### config.mk
export PLATFORM = sky130hd
export DESIGN_NAME = chb_phase_seq
export DESIGN_NICKNAME = d
export VERILOG_FILES = /design/src/rtl/chb_pkg.sv /design/src/rtl/chb_vtx_buf.sv /design/src/rtl/chb_seg_seq.sv /design/src/rtl/chb_cell_drv.sv /design/src/rtl/chb_phase_seq.sv
export SDC_FILE = /design/constraint.sdc
export NUM_CORES = 1
export LEC_CHECK = 0
export BUFFER_PORTS_ARGS = -buffer_cell sky130_fd_sc_hd__buf_2
export CAP_MARGIN = 15
export CORE_MARGIN = 5
export CORE_UTILIZATION = 40
export CTS_CLUSTER_SIZE = 8
export DETAILED_ROUTE_END_ITERATION = 10
export GPL_TIMING_DRIVEN = 0
export PLACE_DENSITY_LB_ADDON = 0.25
export RECOVER_POWER = 50
export SYNTH_ARGS = -nofsm -noshare
export SYNTH_HDL_FRONTEND = slang
export SYNTH_SLANG_ARGS = --single-unit
### constraint.sdc
create_clock -name clk -period 4.95 [get_ports clk]
set_input_delay 0.495 -clock clk [delete_from_list [all_inputs] [get_ports clk]]
set_output_delay 0.495 -clock clk [all_outputs]
set_load 0.01 [all_outputs]
### src/rtl/chb_pkg.sv
`timescale 1ns/1ps
package chb_pkg;
  typedef enum logic [2:0] {
    SEG_A_UP = 3'd0,
    SEG_B_UP = 3'd1,
    SEG_C    = 3'd2,
    SEG_B_DN = 3'd3,
    SEG_A_DN = 3'd4,
    SEG_IDLE = 3'd5
  } seg_e;

  localparam int NSEG = 5;
  localparam int NVTX = 3;

  // nibble order {S4,S3,S2,S1}
  localparam logic [3:0] CELL_POS = 4'b1001;
  localparam logic [3:0] CELL_NEG = 4'b0110;
  localparam logic [3:0] CELL_Z13 = 4'b0101;
  localparam logic [3:0] CELL_Z24 = 4'b1010;
endpackage

### src/rtl/chb_vtx_buf.sv
`timescale 1ns/1ps
module chb_vtx_buf
  import chb_pkg::*;
#(
  parameter int LW   = 3,
  parameter int DW   = 8,
  parameter int HALF = 3
) (
  input  logic          clk,
  input  logic          rst_n,
  input  logic          in_valid,
  output logic          in_ready,
  input  logic [LW-1:0] in_l  [NVTX],
  input  logic [DW-1:0] in_d  [NVTX],
  input  logic          period_start,
  output logic [LW-1:0] act_l [NVTX],
  output logic [DW-1:0] act_d [NVTX],
  output logic [DW-1:0] nxt_d [NVTX]
);
  logic          full_q;
  logic [LW-1:0] sh_l [NVTX];
  logic [DW-1:0] sh_d [NVTX];
  logic          take;

  function automatic logic [LW-1:0] clamp_lvl(input logic [LW-1:0] v);
    if ($signed(v) < -HALF)     return LW'(-HALF);
    else if ($signed(v) > HALF) return LW'(HALF);
    else                        return v;
  endfunction

  assign in_ready = !full_q;
  assign take     = in_valid && in_ready;

  always_ff @(posedge clk) begin
    if (!rst_n) begin
      full_q <= 1'b0;
      for (int i = 0; i < NVTX; i++) begin
        sh_l[i]  <= '0;
        sh_d[i]  <= '0;
        act_l[i] <= '0;
        act_d[i] <= '0;
      end
    end else begin
      if (take)              full_q <= 1'b1;
      else if (period_start) full_q <= 1'b0;
      for (int i = 0; i < NVTX; i++) begin
        if (take) begin
          sh_l[i] <= clamp_lvl(in_l[i]);
          sh_d[i] <= in_d[i];
        end
        if (period_start && full_q) begin
          act_l[i] <= sh_l[i];
          act_d[i] <= sh_d[i];
        end
      end
    end
  end

  always_comb begin
    for (int i = 0; i < NVTX; i++) nxt_d[i] = full_q ? sh_d[i] : act_d[i];
  end
endmodule

### src/rtl/chb_seg_seq.sv
`timescale 1ns/1ps
module chb_seg_seq
  import chb_pkg::*;
#(
  parameter int LW = 3,
  parameter int DW = 8
) (
  input  logic          clk,
  input  logic          rst_n,
  input  logic          period_start,
  input  logic [LW-1:0] act_l [NVTX],
  input  logic [DW-1:0] act_d [NVTX],
  input  logic [DW-1:0] nxt_d [NVTX],
  output logic [LW-1:0] level
);
  seg_e          seg_q, start_seg, adv_seg;
  logic [DW-1:0] cnt_q, start_len, adv_len;
  logic [DW-1:0] len_act [NSEG];
  logic [DW-1:0] len_nxt [NSEG];

  function automatic seg_e first_nz(input logic [DW-1:0] lens [NSEG], input int start);
    seg_e r;
    r = SEG_IDLE;
    for (int i = NSEG - 1; i >= 0; i--) begin
      if (i >= start && lens[i] != '0) r = seg_e'(i[2:0]);
    end
    return r;
  endfunction

  function automatic logic [DW-1:0] len_of(input logic [DW-1:0] lens [NSEG], input seg_e s);
    if (s == SEG_IDLE) return '0;
    return lens[int'(s)];
  endfunction

  always_comb begin
    len_act[0] = act_d[0] >> 1;
    len_act[1] = act_d[1] >> 1;
    len_act[2] = act_d[2];
    len_act[3] = act_d[1] - (act_d[1] >> 1);
    len_act[4] = act_d[0] - (act_d[0] >> 1);
    len_nxt[0] = nxt_d[0] >> 1;
    len_nxt[1] = nxt_d[1] >> 1;
    len_nxt[2] = nxt_d[2];
    len_nxt[3] = nxt_d[1] - (nxt_d[1] >> 1);
    len_nxt[4] = nxt_d[0] - (nxt_d[0] >> 1);
    start_seg  = first_nz(len_nxt, 0);
    start_len  = len_of(len_nxt, start_seg);
    adv_seg    = first_nz(len_act, int'(seg_q) + 1);
    adv_len    = len_of(len_act, adv_seg);
  end

  always_ff @(posedge clk) begin
    if (!rst_n) begin
      seg_q <= SEG_IDLE;
      cnt_q <= '0;
    end else if (period_start) begin
      seg_q <= start_seg;
      cnt_q <= start_len;
    end else if (seg_q != SEG_IDLE) begin
      if (cnt_q > DW'(1)) begin
        cnt_q <= cnt_q - DW'(1);
      end else begin
        seg_q <= adv_seg;
        cnt_q <= adv_len;
      end
    end
  end

  always_comb begin
    case (seg_q)
      SEG_B_UP, SEG_B_DN: level = act_l[1];
      SEG_C:              level = act_l[2];
      default:            level = act_l[0];
    endcase
  end
endmodule

### src/rtl/chb_cell_drv.sv
`timescale 1ns/1ps
module chb_cell_drv
  import chb_pkg::*;
#(
  parameter int LW    = 3,
  parameter int CELLS = 3
) (
  input  logic [LW-1:0]      level,
  input  logic               pair_sel,
  output logic [4*CELLS-1:0] gates
);
  logic          neg;
  logic [LW-1:0] mag;

  assign neg = level[LW-1];
  assign mag = neg ? LW'(-level) : level;

  for (genvar c = 0; c < CELLS; c++) begin : g_cell
    always_comb begin
      if (c < int'(mag)) gates[4*c +: 4] = neg ? CELL_NEG : CELL_POS;
      else               gates[4*c +: 4] = pair_sel ? CELL_Z24 : CELL_Z13;
    end
  end
endmodule

### src/rtl/chb_phase_seq.sv
`timescale 1ns/1ps
module chb_phase_seq
  import chb_pkg::*;
#(
  parameter  int LEVELS = 7,
  parameter  int DW     = 8,
  localparam int HALF   = (LEVELS - 1) / 2,
  localparam int CELLS  = HALF,
  localparam int LW     = $clog2(HALF + 1) + 1
) (
  input  logic               clk,
  input  logic               rst_n,
  input  logic               vtx_valid,
  output logic               vtx_ready,
  input  logic [LW-1:0]      vtx_lvl_a,
  input  logic [LW-1:0]      vtx_lvl_b,
  input  logic [LW-1:0]      vtx_lvl_c,
  input  logic [DW-1:0]      vtx_dw_a,
  input  logic [DW-1:0]      vtx_dw_b,
  input  logic [DW-1:0]      vtx_dw_c,
  input  logic               period_start,
  output logic [LW-1:0]      level_o,
  output logic [4*CELLS-1:0] gate_o,
  output logic               step_err
);
  logic [LW-1:0] in_l  [NVTX];
  logic [DW-1:0] in_d  [NVTX];
  logic [LW-1:0] act_l [NVTX];
  logic [DW-1:0] act_d [NVTX];
  logic [DW-1:0] nxt_d [NVTX];
  logic          pair_q;
  logic [LW-1:0] prev_q;
  logic signed [LW:0] diff;

  assign in_l[0] = vtx_lvl_a;
  assign in_l[1] = vtx_lvl_b;
  assign in_l[2] = vtx_lvl_c;
  assign in_d[0] = vtx_dw_a;
  assign in_d[1] = vtx_dw_b;
  assign in_d[2] = vtx_dw_c;

  chb_vtx_buf #(.LW(LW), .DW(DW), .HALF(HALF)) u_buf (
    .clk(clk), .rst_n(rst_n), .in_valid(vtx_valid), .in_ready(vtx_ready),
    .in_l(in_l), .in_d(in_d), .period_start(period_start),
    .act_l(act_l), .act_d(act_d), .nxt_d(nxt_d)
  );

  chb_seg_seq #(.LW(LW), .DW(DW)) u_seq (
    .clk(clk), .rst_n(rst_n), .period_start(period_start),
    .act_l(act_l), .act_d(act_d), .nxt_d(nxt_d), .level(level_o)
  );

  chb_cell_drv #(.LW(LW), .CELLS(CELLS)) u_drv (
    .level(level_o), .pair_sel(pair_q), .gates(gate_o)
  );

  always_ff @(posedge clk) begin
    if (!rst_n) begin
      pair_q <= 1'b0;
      prev_q <= '0;
    end else begin
      if (period_start) pair_q <= !pair_q;
      prev_q <= level_o;
    end
  end

  assign diff     = $signed({level_o[LW-1], level_o}) - $signed({prev_q[LW-1], prev_q});
  assign step_err = (diff > 1) || (diff < -1);
endmodule

Word level (Yosys, flattened, before mapping)
Memory sizes are Yosys's and may differ from the RTL's. A register that Yosys moved wholly into a read port is not among the register bits. Index checks and enable logic that the tools add are counted.

Bits in registers: 40. Bits in latches: 0. Bits in writable memories: 33. ROM bits: 0. Input bits: 37. Output and inout bits: 17. Word-level logic and storage cells: 141. Memories kept: 2.

$add $sub $neg: 8. $mul: 0. Div/mod/pow operators: 0. Magnitude comparators: 19. Eq/ne operators: 7. Shifts and indexed selects: 0. Mux-type cells: 62. Bitwise gates (word level): 8. Reduce and logical (&&, ||, !) cells: 27.

Memory list: u_buf.sh_d (words 3, bits a word 8, read ports 3, clocked after memory_dff 0, wr ports 3, line chb_vtx_buf.sv:22) `logic [DW-1:0] sh_d [NVTX];`; u_buf.sh_l (words 3, bits a word 3, read ports 3, clocked after memory_dff 3, wr ports 3, line chb_vtx_buf.sv:21) `logic [LW-1:0] sh_l [NVTX];`.

Operators by type and width (number): $mux W8 (17); $mux W3 (27); $reduce_bool A8 Y1 (10); $ge A3 B32 Y1 const A (2); $ge A32 B4 Y1 const B (2); $not A3 Y32 (2); $bmux W8 S3 (2); $ge A1 B32 Y1 const A (1); $ge A2 B32 Y1 const A (1); $ge A4 B32 Y1 const A (1); $sub A8 B7 Y8 (4); $mux W4 (5); $mux W1 (10); $gt A3 B3 Y1 const B (3); $lt A3 B3 Y1 const B (3); $gt A8 B1 Y1 const B (1); $sub A8 B1 Y8 const B (1); $logic_and A1 B1 Y1 (7); $eq A3 B2 Y1 const B (2); $eq A3 B3 Y1 const B (2); $lt A1 B3 Y1 const A (2); $or A1 B1 Y1 (6); $pmux W3 S2 (1); $logic_not A1 Y1 (5); 13 further kinds (14).

Depth between registers and ports, before layout
Depth in word-level cells: 16. Depth in mapped cells: 17. Mapped depth without buffers: 14.

Hierarchy
Synthesis repeated with hierarchy kept, for this count alone.

Cell total of the unflattened synthesis: 816. Area, all modules: 7074.3 um2.

Modules (own cells, without submodules): chb_seg_seq (instances 1, cells each 497, area an instance 3648.5 um2, seq. area each 220.2 um2); chb_vtx_buf (instances 1, cells each 266, area an instance 2971.6 um2, seq. area each 1671.6 um2); chb_phase_seq (instances 1, cells each 26, area an instance 252.7 um2, seq. area each 80.1 um2); chb_cell_drv (instances 1, cells each 27, area an instance 201.4 um2, seq. area each 0.0 um2).

Least setup slack after synthesis
OpenSTA, ideal clock, no wires.

Kind: reg-to-reg. Start point: register u_buf.full_q. End point: register u_seq.cnt_q[3]. Library setup time: 0.079 ns. Arrival: 4.258 ns. Required time: 4.871 ns. Setup slack: 0.613 ns. Stages on the path, launching flop included: 17. Buffers on the path: 3. Clock period less this slack: 4.337 ns. Path through: dfxtp_1 > clkbuf_1 > buf_1 > buf_1 > mux2i_1 > ha_1 > inv_1 > fa_1 > xnor2_1 > nor4bb_1 > mux2i_1 > nor4b_2 > nand3_1 > o21ai_1 > a31oi_1 > or3_1 > o211ai_1.

Word-level cells in the longest chain between the ends: 14. Elaborated cells between the ends (all ways): 23. Those cells by class: 2 x add/sub; 1 x eq/ne; 14 x mux; 1 x bitwise; 5 x reduce/logical.

Ends and longest elaborated chain: start, declared (line chb_vtx_buf.sv:20) `logic full_q;`; start signal, assigned (line chb_vtx_buf.sv:36) `full_q <= 1'b0;`; start signal, assigned (line chb_vtx_buf.sv:44) `if (take) full_q <= 1'b1;`; start signal, assigned (line chb_vtx_buf.sv:45) `else if (period_start) full_q <= 1'b0;`; $mux W8 (line chb_vtx_buf.sv:60) `for (int i = 0; i < NVTX; i++) nxt_d[i] = full_q ? sh_d[i] : act_d[i];`; $sub A8 B7 Y8 (line chb_seg_seq.sv:45) `len_nxt[4] = nxt_d[0] - (nxt_d[0] >> 1);`; $reduce_bool A8 Y1 (line chb_seg_seq.sv:25) `if (i >= start && lens[i] != '0) r = seg_e'(i[2:0]);`; $mux W1 (line chb_seg_seq.sv:25); $mux W3 (4 in series) (line chb_seg_seq.sv:25); $not A3 Y32 (not written as such) (line chb_seg_seq.sv:32) `return lens[int'(s)];`; $bmux W8 S3 (line chb_seg_seq.sv:32); $mux W8 (not written as such) (2 in series) (line chb_seg_seq.sv:32); $mux W8 (*) (line chb_seg_seq.sv:32); $mux W8 (*) (line chb_seg_seq.sv:56) `end else if (period_start) begin`; end signal, assigned (line chb_seg_seq.sv:58) `cnt_q <= start_len;`; end signal, assigned (line chb_seg_seq.sv:61) `cnt_q <= cnt_q - DW'(1);`; end signal, assigned (line chb_seg_seq.sv:64) `cnt_q <= adv_len;`; end, declared (line chb_seg_seq.sv:17) `logic [DW-1:0] cnt_q, start_len, adv_len;`.

Mark *: on every way between the ends. The rest lies on a longest branch, timed or not. The select of a mux whose other input is x is not followed. A chain may end at the register's enable or synchronous reset.

Worst setup path after layout
Start point: register u_buf.full_q. End point: register u_seq.cnt_q[7].

Same word-level chain as after synthesis.

==> summary.md <==
| Metric | Value |
|---|---|
| Status | finished, final reports clean |
| Longest Clk Path Bufs | 2 |
| CP Cell Sequence | buf_2 -> buf_2 -> mux2i_1 -> ha_1 -> inv_1 -> fa_1 -> xnor2_1 -> nor4bb_1 -> mux2i_1 -> nor4b_4 -> nand4_1 -> and2_1 -> clkbuf_1 -> a31o_2 -> a31oi_1 -> a21oi_1 |
| WHS Path Cells | 2 |
| Wire per inst | between 15 and 20 um |
| Power, Total | 2.81 mW |
| IO buf count | 52 |
| RSZ-0062 raised after global routing | no |
| Antenna violations before repair | 1 |
| Synth cell types | 85 |
| Flop pwr share | 31.1% |
| H-tree depth | 3 |
| CTS Buf Count | 9 |
| Worst Setup Path Type | flop to flop |
| Worst Path Required | 5.17 ns |
| Sequential share of the synthesized area | 29.7% |
| Max-cap viol count | 0 |
| Commonest non-fill, non-tap cell in the layout | nand2_1 |
| Clock Skew | 0.00453 ns |
| Vias in the first global route | 5809 |
| Synth top area cells | edfxtp_1 (15%), dfxtp_1 (15%), ha_1 (10%) |
| P per Cell Area | 376 nW/um^2 |
| Fmax | 215 MHz |
| Clk slew on worst S/H paths | 0.06 ns |
| Share of layout cells above drive strength 1 | about 11% |
| HPWL after DPL | 15100 um |
| Min-delay src | vtx_dw_c[6] |
| Fillers | 1674 |
| Root Driver | clkbuf_16 |
| Worst-path fanout max | 10 |
| GPL Wtd Cong | between 0.9 and 1 |
| Mean post-synth cell area | 8.33 um^2 |
| Most frequent cells in the layout | nand2_1 (119), inv_1 (63), ha_1 (54), buf_2 (52), dfxtp_1 (48) |
| Synth top area share | about 15% |
| Net Sw Frac | between 40 and 50% |
| Die W | 139 um |
| Mapped Cells | about 800 |
| Number of synthesized flops with an enable pin | 33 |
| Logic gate share of total power | 46.9% |
| Rel. slew slack | 34.8% |
| Slew Limit Fails | 0 |
| Nets | approximately 960 |
| R2r setup slk | 0.31 ns |
| Drt total wl | 18900 um |
| Total track usage | slightly below 20% |
| Worst vdd ir | 0.237 mV |
| Worst-Margin Slew | 0.979 ns |
| Pint | 1.65 mW |
| Nature of the critical path startpoint | flop |
| Synth warn | 0 |
| Synthesized area | 6650 um^2 |
| Reg2Reg Launch Point | u_buf.full_q$_SDFFE_PN0P_ |
| Top FF cell, synth | dfxtp_1 |
| Fin worst setup slack | roughly 0.3 ns |
| Row cnt | between 40 and 50 |
| Congestion Overflow GR | 0 |
| TritonRoute pass-1 iters | 5 |
| NetSw | 1.16 mW |
| Die Ht | between 100 and 150 um |
| Skew-Pair Late Insertion Delay | roughly 0.34 ns |
| Number of I/O pins | between 50 and 60 |
| Syn_nets | 894 |
| Clk sinks | 82 |
| Accumulated negative setup slack | 0 ns |
| #FFs+latches synth | 82 |
| Final Hold Vio Count | 0 |
| Drt via density | 5.61 |
| First-pass GRT wire length | between 30000 and 40000 um |
| Slowest CP cell | dfxtp_2 |
| Via count | 6094 |
| Dpl ws | -0.480 ns |
| Clock Power Share | 22.0% |
| Cells on worst reg2reg path | 16 |
| Leak | approximately 3 nW |
| HP Class | input pin to flop |
| Fin crit period | 4.64 ns |
| CTS tree | built |
| Initial Util | 40.4% |
| Critical Path End Type | flop |
| Ys async rst share | 0% |
| Antenna cell count | 0 |
| Worst path arrival time | ~5 ns |
| Die ar. | about 19000 um^2 |
| Critical Path Max Stage Delay | 0.45 ns |
| Final setup vio count | 0 |
| Synth area leader | edfxtp_1 |
| Remaining antenna violation count | 0 |
| WHS Endpoint | u_buf.sh_d[0][22]$_SDFFCE_PN0P_ |
| Drt first-iter violations | 536 |
| CP Launch Point | u_buf.full_q$_SDFFE_PN0P_ |
| Largest net degree at the start of global routing | 18 |
| Tcrit/Tclk final | 93.8% |
| Core ar. | between 15000 and 20000 um^2 |
| Final core occ | 45.4% |
| P&R area growth vs syn | 12.4% |
| DR DRC count | 0 |
| Reg-to-reg critical path endpoint | u_seq.cnt_q[7]$_SDFFE_PN0P_ |
## worst max-delay path by stage
stage	endpoint	slack (ns)	depth (start not counted)
finish	u_seq.cnt_q[7]$_SDFFE_PN0P_	0.31	16
global route	u_seq.cnt_q[7]$_SDFFE_PN0P_	0.01	16
CTS	u_seq.cnt_q[7]$_SDFFE_PN0P_	0.13	16
detailed placement	u_seq.cnt_q[3]$_SDFFE_PN0P_	-0.48	16
global placement	u_seq.cnt_q[3]$_SDFFE_PN0P_	-0.48	16
floorplan	u_seq.cnt_q[3]$_SDFFE_PN0P_	0.61	16
## per-stage QoR
stage | hold slack (ns) | instances | instance area [um^2]
floorplan | 0.443 | 798 | 6650
global placement | 0.453 | 1070 | 7180
detailed placement | 0.462 | 1071 | 7210
CTS | 0.417 | 1086 | 7480
global route | 0.424 | 1086 | 7470
finish | 0.428 | 1086 | 7470
## power by group through the flow
stage	Sequential (mW)	Clock, mW	Combinational [mW]
2_1_floorplan	0.853	0	0.994
5_1_grt	0.885	0.650	1.46
6_report	0.875	0.618	1.32
3_3_place_gp	0.883	0	1.29
4_1_cts	0.872	0.627	1.30
3_5_place_dp	0.885	0	1.29
## per-layer routing
| metal | vias to the layer above | GRT usage, % | part of all wire, % |
|---|---|---|---|
| met5 | - | 0 | 0 |
| met4 | 0 | 7.21 | 2.9 |
| met1 | 2825 | 26.9 | 46 |
| met2 | 227 | 30.6 | 45 |
| li1 | 3013 | - | - |
| met3 | 29 | 2.86 | 6.3 |
## area by class of cell
class | count | area [um^2] | share of cell area [%]
multi-input cells | 624 | 4340 | 58.1
flip-flops and latches | 82 | 1970 | 26.4
well taps | 220 | 275 | 3.69
repair buffers | 53 | 262 | 3.50
inverters | 63 | 236 | 3.17
clock buffers | 10 | 229 | 3.07
plain buffers | 28 | 111 | 1.49
clock inverters | 6 | 42.5 | 0.570
## worst max-delay path, delay by kind of cell, from the launching register on
kind	cells	cell delay (ns)
adder cells (fa/ha/maj)	2	0.66
buffers and inverters	4	0.88
multiplexers	2	0.51
flip-flops	1	0.45
AO/OA/AOI/OAI	3	0.56
AND/OR/NAND/NOR	4	1.19
XOR/XNOR	1	0.28
## synth_stat cells (all sizes together) (4+ instances only)
cell and n:
a211o 6, a211oi 5, a21boi 34, a21oi 27, a221oi 5, a22oi 5
a31o 4, a31oi 16, and2 40, buf 4, clkbuf 25, dfxtp 49
edfxtp 33, fa 5, ha 54, inv 63, mux2i 31, nand2 119
nand2b 11, nand3 9, nand3b 4, nand4 7, nor2 39, nor2b 10
nor3 11, nor3b 7, nor4 12, o211ai 7, o21a 7, o21ai 46
o21bai 9, o22ai 6, o311ai 5, o31ai 5, or2 6, xnor2 9
xor2 8
## state kept, by name, indices dropped and copies added (netlist names)
signal and flops:
u_buf.sh_d 24, pair_q 1, u_seq.cnt_q 8, u_buf.sh_l 9, u_buf.act_d 24, u_buf.act_l 9
prev_q 3, u_seq.seg_q 3, u_buf.full_q 1
## kinds of logic after synthesis
family	Yosys count	synth area share, %
mux	33	5.06
compound gates	220	23.6
buf+inv	92	5.25
xor+xnor	17	2.24
simple gates	295	22.5
flops	82	29.7
fa+ha+maj	59	11.7
## timing repair
action / 4_1_cts / 5_1_grt
endpoints found under the setup margin: 10 / 9
hold buffers: 0 / 0
buffers inserted: 0 / 0
gates resized for setup: 3 / 3
Power figures use the tool's default switching activity.
